<file path="src/rtl/rsenc_pkg.sv">
package rsenc_pkg;
  localparam int SYM_W     = 8;
  localparam int MAX_PAR   = 8;
  localparam int MAX_LANES = 4;
  localparam int LANE_W    = $clog2(MAX_LANES);
  localparam int NUM_MODES = 5;
  localparam int MODE_W    = 3;
  localparam logic [SYM_W-1:0] POLY_LOW = 8'h1D;  // x^8+x^4+x^3+x^2+1 without x^8

  typedef logic [MAX_PAR-1:0][SYM_W-1:0] coefVec_t;

  typedef struct packed {
    logic              load;    // clear all remainders (block start)
    logic              absorb;  // fold dataIn into the selected lane
    logic              emit;    // shift one check symbol out of the lane
    logic [LANE_W-1:0] lane;
    logic [MODE_W-1:0] mode;
  } ctrl_t;

  function automatic int nsymOf(int mode);
    case (mode)
      0:       return 2;
      1:       return 3;
      2:       return 4;
      3:       return 6;
      default: return 8;
    endcase
  endfunction

  function automatic logic [SYM_W-1:0] gfMul(logic [SYM_W-1:0] a, logic [SYM_W-1:0] b);
    logic [SYM_W-1:0] acc, sh;
    acc = '0;
    sh  = a;
    for (int i = 0; i < SYM_W; i++) begin
      if (b[i]) acc = acc ^ sh;
      sh = sh[SYM_W-1] ? ((sh << 1) ^ POLY_LOW) : (sh << 1);
    end
    return acc;
  endfunction

  // Low-order coefficients of prod (x + a^i), i = 0..nsym-1; the monic top term is implicit.
  function automatic coefVec_t genPoly(int nsym);
    logic [MAX_PAR:0][SYM_W-1:0] g;
    logic [SYM_W-1:0] root;
    g    = '0;
    g[0] = 8'h01;
    root = 8'h01;
    for (int i = 0; i < nsym; i++) begin
      for (int k = MAX_PAR; k > 0; k--) g[k] = g[k-1] ^ gfMul(g[k], root);
      g[0] = gfMul(g[0], root);
      root = gfMul(root, 8'h02);
    end
    return g[MAX_PAR-1:0];
  endfunction
endpackage

</file>
<file path="src/rtl/rsenc_ctrl.sv">
module rsenc_ctrl
  import rsenc_pkg::*;
#(
  parameter int LEN_W = 8
) (
  input  logic              clk,
  input  logic              rstN,
  input  logic              validIn,
  input  logic              startIn,
  input  logic [MODE_W-1:0] paritySel,
  input  logic [LANE_W-1:0] depthSel,
  input  logic [LEN_W-1:0]  msgLen,
  output ctrl_t             ctl
);
  typedef enum logic [1:0] {S_IDLE, S_MSG, S_PAR} state_t;

  localparam int PIDX_W = $clog2(MAX_PAR);

  state_t            stateQ;
  logic [MODE_W-1:0] modeQ, curMode;
  logic [LANE_W-1:0] depthQ, curDepth, laneQ, curLane;
  logic [LEN_W-1:0]  lenQ, curLen, cntQ, curCnt;
  logic [PIDX_W-1:0] pIdxQ, parLast;
  logic              startHit, absorb, lastRound, lastMsg, emitting;

  always_comb begin
    emitting  = (stateQ == S_PAR);
    startHit  = validIn && startIn && !emitting;
    absorb    = startHit || (validIn && stateQ == S_MSG);
    curMode   = startHit ? paritySel : modeQ;
    curDepth  = startHit ? depthSel  : depthQ;
    curLen    = startHit ? msgLen    : lenQ;
    curLane   = startHit ? '0 : laneQ;
    curCnt    = startHit ? '0 : cntQ;
    lastRound = ({1'b0, curCnt} + 1'b1) >= {1'b0, curLen};
    lastMsg   = absorb && (curLane == curDepth) && lastRound;
    parLast   = PIDX_W'(nsymOf(int'(modeQ)) - 1);
    ctl       = '{load: startHit, absorb: absorb, emit: emitting, lane: curLane, mode: curMode};
  end

  always_ff @(posedge clk or negedge rstN) begin
    if (!rstN) begin
      stateQ <= S_IDLE;
      modeQ  <= '0;
      depthQ <= '0;
      lenQ   <= '0;
      laneQ  <= '0;
      cntQ   <= '0;
      pIdxQ  <= '0;
    end else begin
      if (startHit) begin
        modeQ  <= paritySel;
        depthQ <= depthSel;
        lenQ   <= msgLen;
      end
      if (absorb) begin
        if (lastMsg) begin
          stateQ <= S_PAR;
          laneQ  <= '0;
          pIdxQ  <= '0;
        end else begin
          stateQ <= S_MSG;
          if (curLane == curDepth) begin
            laneQ <= '0;
            cntQ  <= curCnt + 1'b1;
          end else begin
            laneQ <= curLane + 1'b1;
            cntQ  <= curCnt;
          end
        end
      end else if (emitting) begin
        if (laneQ == depthQ) begin
          laneQ <= '0;
          if (pIdxQ == parLast) stateQ <= S_IDLE;
          else                  pIdxQ  <= pIdxQ + 1'b1;
        end else begin
          laneQ <= laneQ + 1'b1;
        end
      end
    end
  end
endmodule

</file>
<file path="src/rtl/rsenc_dp.sv">
module rsenc_dp
  import rsenc_pkg::*;
(
  input  logic             clk,
  input  logic             rstN,
  input  ctrl_t            ctl,
  input  logic [SYM_W-1:0] dataIn,
  output logic             validOut,
  output logic             checkOut,
  output logic [SYM_W-1:0] dataOut
);
  localparam int IDX_W = $clog2(MAX_PAR);

  coefVec_t          remQ [MAX_LANES];
  coefVec_t          prod [NUM_MODES];
  coefVec_t          laneRem, nxtRem, shRem, prodSel;
  logic [MODE_W-1:0] modeIdx;
  logic [IDX_W-1:0]  topIdx;
  logic [SYM_W-1:0]  topSym, fb;
  int                nsym;

  // One constant-multiplier bank per check-symbol count.
  for (genvar m = 0; m < NUM_MODES; m++) begin : g_mode
    localparam coefVec_t GEN_M = genPoly(nsymOf(m));
    coefVec_t prodM;
    always_comb begin
      for (int k = 0; k < MAX_PAR; k++) prodM[k] = gfMul(fb, GEN_M[k]);
    end
    assign prod[m] = prodM;
  end

  always_comb begin
    modeIdx = (ctl.mode >= MODE_W'(NUM_MODES-1)) ? MODE_W'(NUM_MODES-1) : ctl.mode;
    nsym    = nsymOf(int'(modeIdx));
    topIdx  = IDX_W'(nsym - 1);
    laneRem = ctl.load ? '0 : remQ[ctl.lane];
    topSym  = laneRem[topIdx];
    fb      = dataIn ^ topSym;
    prodSel = prod[modeIdx];
    nxtRem[0] = prodSel[0];
    shRem[0]  = '0;
    for (int k = 1; k < MAX_PAR; k++) begin
      nxtRem[k] = (k < nsym) ? (laneRem[k-1] ^ prodSel[k]) : '0;
      shRem[k]  = (k < nsym) ? laneRem[k-1] : '0;
    end
  end

  always_ff @(posedge clk or negedge rstN) begin
    if (!rstN) begin
      for (int l = 0; l < MAX_LANES; l++) remQ[l] <= '0;
      validOut <= 1'b0;
      checkOut <= 1'b0;
      dataOut  <= '0;
    end else begin
      if (ctl.load) begin
        for (int l = 0; l < MAX_LANES; l++) remQ[l] <= '0;
      end
      if (ctl.absorb) begin
        remQ[ctl.lane] <= nxtRem;
        dataOut  <= dataIn;
        validOut <= 1'b1;
        checkOut <= 1'b0;
      end else if (ctl.emit) begin
        remQ[ctl.lane] <= shRem;
        dataOut  <= topSym;
        validOut <= 1'b1;
        checkOut <= 1'b1;
      end else begin
        dataOut  <= '0;
        validOut <= 1'b0;
        checkOut <= 1'b0;
      end
    end
  end
endmodule

</file>
<file path="src/rtl/rs_encoder.sv">
module rs_encoder
  import rsenc_pkg::*;
#(
  parameter int LEN_W = 8
) (
  input  logic             clk,
  input  logic             rstN,
  input  logic             validIn,
  input  logic             startIn,
  input  logic [7:0]       dataIn,
  input  logic [2:0]       paritySel,
  input  logic [1:0]       depthSel,
  input  logic [LEN_W-1:0] msgLen,
  output logic             validOut,
  output logic [7:0]       dataOut,
  output logic             checkOut
);
  ctrl_t ctl;

  rsenc_ctrl #(.LEN_W(LEN_W)) u_ctrl (
    .clk(clk), .rstN(rstN), .validIn(validIn), .startIn(startIn),
    .paritySel(paritySel), .depthSel(depthSel), .msgLen(msgLen), .ctl(ctl)
  );

  rsenc_dp u_dp (
    .clk(clk), .rstN(rstN), .ctl(ctl), .dataIn(dataIn),
    .validOut(validOut), .checkOut(checkOut), .dataOut(dataOut)
  );
endmodule


</file>
<file path="config.mk">
export PLATFORM = sky130hd
export DESIGN_NAME = rs_encoder
export DESIGN_NICKNAME = d
export VERILOG_FILES = /design/src/rtl/rsenc_pkg.sv /design/src/rtl/rsenc_ctrl.sv /design/src/rtl/rsenc_dp.sv /design/src/rtl/rs_encoder.sv
export SDC_FILE = /design/constraint.sdc
export NUM_CORES = 1
export LEC_CHECK = 0
export CAP_MARGIN = 10
export CORE_UTILIZATION = 30
export CTS_CLUSTER_DIAMETER = 60
export DETAILED_ROUTE_END_ITERATION = 10
export DONT_BUFFER_PORTS = 1
export GPL_TIMING_DRIVEN = 0
export PLACE_DENSITY = 0.53
export RECOVER_POWER = 100
export SETUP_SLACK_MARGIN = 0.2
export SLEW_MARGIN = 20
export SYNTH_ARGS = -nofsm -noshare
export SYNTH_HDL_FRONTEND = slang
export SYNTH_SLANG_ARGS = --single-unit
</file>
<file path="constraint.sdc">
create_clock -name clk -period 12.95 [get_ports clk]
set_input_delay 3.2375 -clock clk [delete_from_list [all_inputs] [get_ports clk]]
set_output_delay 3.2375 -clock clk [all_outputs]
set_load 0.005 [all_outputs]
</file>
# Yosys cells after proc, flatten, opt, wreduce, memory -nomap -nowiden
# Index checks and enable logic that the tools add are counted.
# Widths: inputs -> output; s select.
dict set report word_totals {
  output_inout_bits 10
  ff_bits 294
}
dict set report classes {
  add_sub_neg 7
  eq_ne 13
  bitwise 52
  n_reduce_logical 16
  mux 66
  n_lt_le_gt_ge 13
}
# cell n
set ops {}
lappend ops {{$mux 256} 3}
lappend ops {{$bwmux 256} 2}
lappend ops {{$mux 64} 6}
lappend ops {{$xor 8x8->8} 42}
lappend ops {{$bmux 64 s3} 1}
lappend ops {{$mux 8} 20}
lappend ops {{$bmux 64 s2} 1}
lappend ops {{$demux 64 s2} 1}
lappend ops {{$mux 5} 7}
lappend ops {{$not 4->4} 7}
lappend ops {{$bmux 8 s3} 1}
lappend ops {{$mux 2} 12}
lappend ops {{$mux 3} 7}
lappend ops {{$lt 3x4->1 const A} 4}
lappend ops {{$pmux 4 s4} 1}
lappend ops {{$eq 3x2->1 const B} 4}
lappend ops {{$pmux 3 s4} 1}
lappend ops {{$add 8x1->9 const B} 1}
lappend ops {{$ge 9x8->1} 1}
lappend ops {{$add 8x1->8 const B} 1}
lappend ops {{$lt 2x4->1 const A} 2}
lappend ops {{$eq 3x1->1 const B} 2}
lappend ops {{$ge 3x3->1 const B} 2}
lappend ops {{$logic_and 1x1->1} 6}
lappend ops {{25 further kinds} 32}

# Depth between registers and ports, before layout
dict set report depth {
  depth_word 34
  depth_mapped 26
}

# Modules after synthesis
# A second synthesis with hierarchy kept.
dict set report unflattened {
  cells_unflattened 2076
  area_unflattened_um2 19970.4
}
# module instances seq_area_each_um2 area_each_um2 cells_per_inst
set by_module_without_submodules {}
lappend by_module_without_submodules {rsenc_dp 1 6656.4 18161.2 1880}
lappend by_module_without_submodules {rsenc_ctrl 1 700.7 1809.2 196}

# Worst setup path after synthesis
# OpenSTA, ideal clock, no wires.
dict set report synth_path {
  kind {input -> register}
  startpoint {in validIn}
  endpoint {reg u_dp.remQ[142] (netlist bit)}
  setup_ns 0.126
  arrival_time_ns 8.347
  t_required_ns 12.824
  path_buffers 1
  cell_stages 21
  slack_ns 4.477
  cell_sequence {nand2_1 nor2_2 clkbuf_1 nor2_1 a21oi_1 nand2_1 nand2_1 inv_1 ha_1 clkinv_1 mux4_2 and3_1 a31o_2 xor2_1 xnor3_1 xnor2_4 xor3_1 a311oi_2 mux2i_1 xor2_1 a221o_1}
}
dict set report synth_via {
  elab_chain_len 27
}
# item line_no
set synth_lines {}
lappend synth_lines {{start, declared} rs_encoder.sv:8} ;# input logic validIn,
lappend synth_lines {{$logic_and 1x1->1 (2 in series)} rsenc_ctrl.sv:28} ;# startHit = validIn && startIn && !emitting;
lappend synth_lines {{$mux 3 or $mux 2 (tied branches)} {rsenc_ctrl.sv:30, rsenc_ctrl.sv:33}}
lappend synth_lines {{$ge 3x3->1 or $not 2->3 (tied branches)} --}
lappend synth_lines {{$mux 3 or $bmux 64 s2 (tied branches)} {rsenc_dp.sv:33, rsenc_dp.sv:36}}
lappend synth_lines {{$eq 3x2->1 (tied with other cells)} rsenc_pkg.sv:21} ;# case (mode)
lappend synth_lines {{$pmux 4 s4 or $mux 64 (tied branches)} {rsenc_pkg.sv:21, rsenc_dp.sv:36}}
lappend synth_lines {{$sub 3x2->3 or $mux 64 (tied branches)} {rsenc_dp.sv:35, rsenc_dp.sv:36}}
lappend synth_lines {{$bmux 8 s3} rsenc_dp.sv:37} ;# topSym = laneRem[topIdx];
lappend synth_lines {{[... 9 more ...]} --}
lappend synth_lines {{$xor 8x8->8 or $mux 5 (tied branches)} --}
lappend synth_lines {{$xor 8x8->8} rsenc_pkg.sv:35} ;# if (b[i]) acc = acc ^ sh;
lappend synth_lines {{$bmux 64 s3} rsenc_dp.sv:39} ;# prodSel = prod[modeIdx];
lappend synth_lines {{$mux 64 (implied by the code) (2 in series)} rsenc_dp.sv:39}
lappend synth_lines {{$xor 8x8->8} rsenc_dp.sv:43} ;# nxtRem[k] = (k < nsym) ? (laneRem[k-1] ^ prodSel[k]) : '0;
lappend synth_lines {{$mux 8} rsenc_dp.sv:43}
lappend synth_lines {{$bwmux 256} rsenc_dp.sv:59} ;# remQ[ctl.lane] <= nxtRem;
lappend synth_lines {{$mux 256 *} rsenc_dp.sv:58} ;# if (ctl.absorb) begin
lappend synth_lines {{end signal, assigned by index} rsenc_dp.sv:59}
lappend synth_lines {{end signal, assigned by index} rsenc_dp.sv:64} ;# remQ[ctl.lane] <= shRem;
lappend synth_lines {{end, declared} rsenc_dp.sv:14} ;# coefVec_t remQ [MAX_LANES];
# Every way passes the cells marked *; elsewhere a longest branch is shown, timed or not. The select of a mux whose other input is x is not followed.
# A chain may end at the register's enable or synchronous reset.

# Worst setup path in the final report
dict set report layout_path {
  startpoint {in validIn}
  endpoint {reg u_dp.remQ[77] (netlist bit)}
}
dict set report layout_via {
  elab_chain_len 28
}
# item line_no
set layout_lines {}
lappend layout_lines {{$logic_and 1x1->1 (2 in series)} rsenc_ctrl.sv:28}
lappend layout_lines {{$mux 3 or $mux 2 (tied branches)} {rsenc_ctrl.sv:30, rsenc_ctrl.sv:33}}
lappend layout_lines {{$ge 3x3->1 or $not 2->3 (tied branches)} --}
lappend layout_lines {{$mux 3 or $bmux 64 s2 (tied branches)} {rsenc_dp.sv:33, rsenc_dp.sv:36}}
lappend layout_lines {{$eq 3x2->1 (tied with other cells)} rsenc_pkg.sv:21}
lappend layout_lines {{$pmux 4 s4 or $mux 64 (tied branches)} {rsenc_pkg.sv:21, rsenc_dp.sv:36}}
lappend layout_lines {{$sub 3x2->3 or $mux 64 (tied branches)} {rsenc_dp.sv:35, rsenc_dp.sv:36}}
lappend layout_lines {{$bmux 8 s3} rsenc_dp.sv:37}
lappend layout_lines {{[... 9 more ...]} --}
lappend layout_lines {{$mux 5 or $xor 8x8->8 (tied branches)} --}
lappend layout_lines {{$xor 8x8->8 (2 in series)} rsenc_pkg.sv:35}
lappend layout_lines {{$bmux 64 s3} rsenc_dp.sv:39}
lappend layout_lines {{$mux 64 (implied by the code) (2 in series)} rsenc_dp.sv:39}
lappend layout_lines {{$xor 8x8->8} rsenc_dp.sv:43}
lappend layout_lines {{$mux 8} rsenc_dp.sv:43}
lappend layout_lines {{$bwmux 256} rsenc_dp.sv:59}
lappend layout_lines {{$mux 256 *} rsenc_dp.sv:58}
# Marked as above.

==> results.tsv <==
stage	metric	value	unit
drt	postRouteWirelength	103.9	mm
synth	synth_cell_types	87	
synth	yosysSeqAreaShare	38.49	%
grt	grtUsageTotal	32.28	%
grt	grt_max_degree	295	
setup_path	critPathLaunchType	primary input	
place	port_buffers	0	
drt	routed_wire_length_per_instance	36.13	um
drt	vias_per_cell	6.419	
floorplanning	die_x	254.4	um
drt	postRouteAntennaNets	0	
sta	min_period	12.31	ns
floorplanning	die_h	254.4	um
drt	dr_total_vias	18456	
setup_path	reg2reg_from	u_ctrl.stateQ[1]	
cts	cts.sinks	294	
floorplanning	io_pins	35	
cts	numCtsBuffers	40	
cts	root_buffer	clkbuf_16	
grt	overflow	0	
floorplanning	die-area	64720	um^2
setup_path	required	13.38	ns
synth	postSynthAreaPerCell	9.766	um^2
drt	drc	0	
sta	drv_slew	0	
grt	grt_pass1_vias	17912	
sta	worst_pin_slew	1.383	ns
setup_path	worstSetupPathType	primary input to flip-flop	
drt	first_pass_iters	7	
setup_path	r2r_cells	24	
floorplanning	num_rows	92	
synth	syn_nets	1998	
sta	maxSlewHeadroom	7.211	%
hold_path	min-delay-start	u_dp.remQ[66]	
sta	final.setup.tns	0	ns
synth	yosys_warnings	0	
synth	postSynth.asyncResetShare	100.0	%
setup_path	worstPathArrival	12.74	ns
sta	setup-violations-final	0	
sta	fmax	81.23	MHz
place	gp_congestion	1.032	
hold_path	min_path_type	flip-flop to flip-flop	
run_status	outcome	finished, final reports clean	
hold_path	holdPathStages	2	
grt	antenna_found_initial	4	
cts	clkLatencyLatePin	0.60	ns
sta	hold_violations	0	
cts	htree_levels	2	
layout	drive_gt1_share	9.813	%
cts	post_cts.repair.setup_buffers	0	
layout	area_growth	12.20	%
setup_path	rrSetupSlack	2.81	ns
synth	syn-cell-area	19110	um^2
hold_path	whs_endpoint	u_dp.remQ[66]	
synth	synthFlopType	dfrtp_1	
setup_path	cp-end-kind	flip-flop	
setup_path	cp_max_fo	10	
cts	cts_tree	yes	
cts	hold_buffers	0	
synth	synthCells	1957	
cts	clk_pin_slew	0.05	ns
cts	ctsResizeCount	0	
sta	timing.final.crit_share	95.06	%
floorplanning	fp.coreArea	62970	um^2
floorplanning	start_util	30.35	%
place	dp_hpwl	75.82	mm
setup_path	worstReg2RegEnd	u_dp.remQ[77]	
sta	rsz0062_at_grt	false	
synth	ys_seq_elements	294	
cts	cts_buffer_depth	3	
drt	drt_iter0_markers	2642	
synth	synth_enable_flop_cells	0	
grt	grt_pass1_wl	145.0	mm
layout	layout.nets	2042	
sta	fin_skew	0.03015	ns
job	maxCapViolations	0	
[how the worst max path moves through the flow]
stage	startpoint	to	slack (ns)	depth (start not counted)
3_5_place_dp	validIn	u_dp.remQ[149]	1.14	22
2_1_floorplan	validIn	u_dp.remQ[142]	4.48	21
4_1_cts	validIn	u_dp.remQ[149]	1.73	22
3_3_place_gp	validIn	u_dp.remQ[213]	0.97	22
5_1_grt	validIn	u_dp.remQ[73]	0.56	21
6_report	validIn	u_dp.remQ[77]	0.64	22
[registers in the layout (all words and copies together) (netlist names)]
name	count
u_ctrl.cntQ	8
u_ctrl.depthQ	2
u_ctrl.laneQ	2
u_ctrl.lenQ	8
u_ctrl.modeQ	3
u_ctrl.pIdxQ	3
u_ctrl.stateQ	2
u_dp.checkOut	1
u_dp.dataOut	8
u_dp.remQ	256
u_dp.validOut	1
[cell usage after synthesis (12+ instances only)]
| cell | n | area [um^2] |
|---|---|---|
| nand2_1 | 296 | 1111 |
| buf_1 | 12 | 45.04 |
| o21ai_1 | 12 | 60.06 |
| nor3_1 | 19 | 95.09 |
| o211ai_1 | 13 | 97.59 |
| a22oi_1 | 90 | 675.7 |
| mux4_2 | 66 | 1486 |
| buf_4 | 12 | 90.09 |
| o22ai_1 | 18 | 112.6 |
| o21ai_0 | 151 | 755.7 |
| dfrtp_1 | 294 | 7357 |
| buf_2 | 13 | 65.06 |
| ha_1 | 16 | 200.2 |
| a21oi_1 | 81 | 405.4 |
| a22o_1 | 44 | 385.4 |
| o221ai_1 | 89 | 779.5 |
| mux2i_1 | 31 | 310.3 |
| and3_1 | 22 | 137.6 |
| clkbuf_1 | 106 | 397.9 |
| a221o_1 | 15 | 150.1 |
| inv_1 | 23 | 86.33 |
| a31oi_1 | 12 | 75.07 |
| nand3_1 | 27 | 135.1 |
| xor2_1 | 76 | 665.6 |
| nor2_1 | 118 | 442.9 |
| xnor2_1 | 117 | 1025 |
[worst max-delay path, cell delays in order]
cell and delay (ns):
nand2_1 0.27, nor2_1 0.70, clkbuf_1 0.64, nor2_1 0.12
a21oi_1 0.84, nand2_1 0.33, nand2_1 0.19, inv_1 0.06
ha_1 0.37, xor2_1 0.24, o211ai_1 0.93, buf_6 0.30
mux2_2 0.36, o22ai_1 0.70, xor2_4 0.41, xnor2_2 0.69
xor2_1 0.63, xor2_1 0.22, o22ai_1 0.10, a21oi_1 0.69
xor2_1 0.50, o21ai_0 0.19
[final cells by class]
class	count	area, um^2
clock buffers	53	1100
fillers	6414	41520
plain buffers	153	713.2
well taps	846	1059
inverters	31	116.4
diodes	1	2.502
flip-flops and latches	294	7357
multi-input cells	1479	10830
repair buffers	2	15.01
clock inverters	16	247.7
[cells by family (layout without fill, tap and decap cells)]
group / count (synthesis) / in the layout / synth area share (%)
AOI/OAI and AO/OA: 620 / 620 / 22.83
and+or+nand+nor: 517 / 517 / 11.33
DFF: 294 / 294 / 38.49
xor gates and xnor gates: 220 / 220 / 11.98
buffers and inverters: 184 / 255 / 4.393
muxes: 105 / 105 / 9.872
adders and majority gates: 17 / 17 / 1.100
other: 0 / 1 / 0
[cells in the final DEF (no fill, tap or decap), types with 10 or more instances in the layout]
master	synthesis	final
clkbuf_16	0	40
dfrtp_1	294	294
a31oi_1	12	12
o221ai_1	89	89
a221oi_1	9	11
clkbuf_1	106	122
a21oi_1	81	83
a22o_1	44	44
o211ai_1	13	14
xor2_1	76	76
nand2_1	296	297
a22oi_1	90	90
xnor2_1	117	119
inv_1	23	24
nor3_1	19	19
ha_1	16	16
o21ai_0	151	157
buf_4	12	12
o22ai_1	18	20
mux2i_1	31	31
nor2_1	118	118
and3_1	22	22
nand3_1	27	27
xnor3_1	10	10
mux4_2	66	66
a221o_1	15	15
[through the flow]
stage	area [um^2]	utilization [%]	cells	hold slack, ns	setup slack, ns
after floorplan	19110	-	1957	0.4446	4.477
final	21440	34.06	2875	0.4816	0.6394
after global routing	21440	34.05	2874	0.5020	0.5602
after global placement	20170	32.03	2803	0.4590	0.9693
after CTS	21560	34.24	2874	0.4814	1.729
after detailed placement	20210	32.10	2805	0.4679	1.144
[metal layers]
metal	global-route usage, %	routed length [um]	vias to the layer above
li1	-	-	7351
met1	42.53	41400	9480
met2	47.50	43870	1329
met3	10.01	12440	294
met4	16.28	6144	2
met5	0	13	-
Power is left out: the tool's default activity adds up to more than one toggle a clock period on the data nets, which glitch-free logic cannot reach.
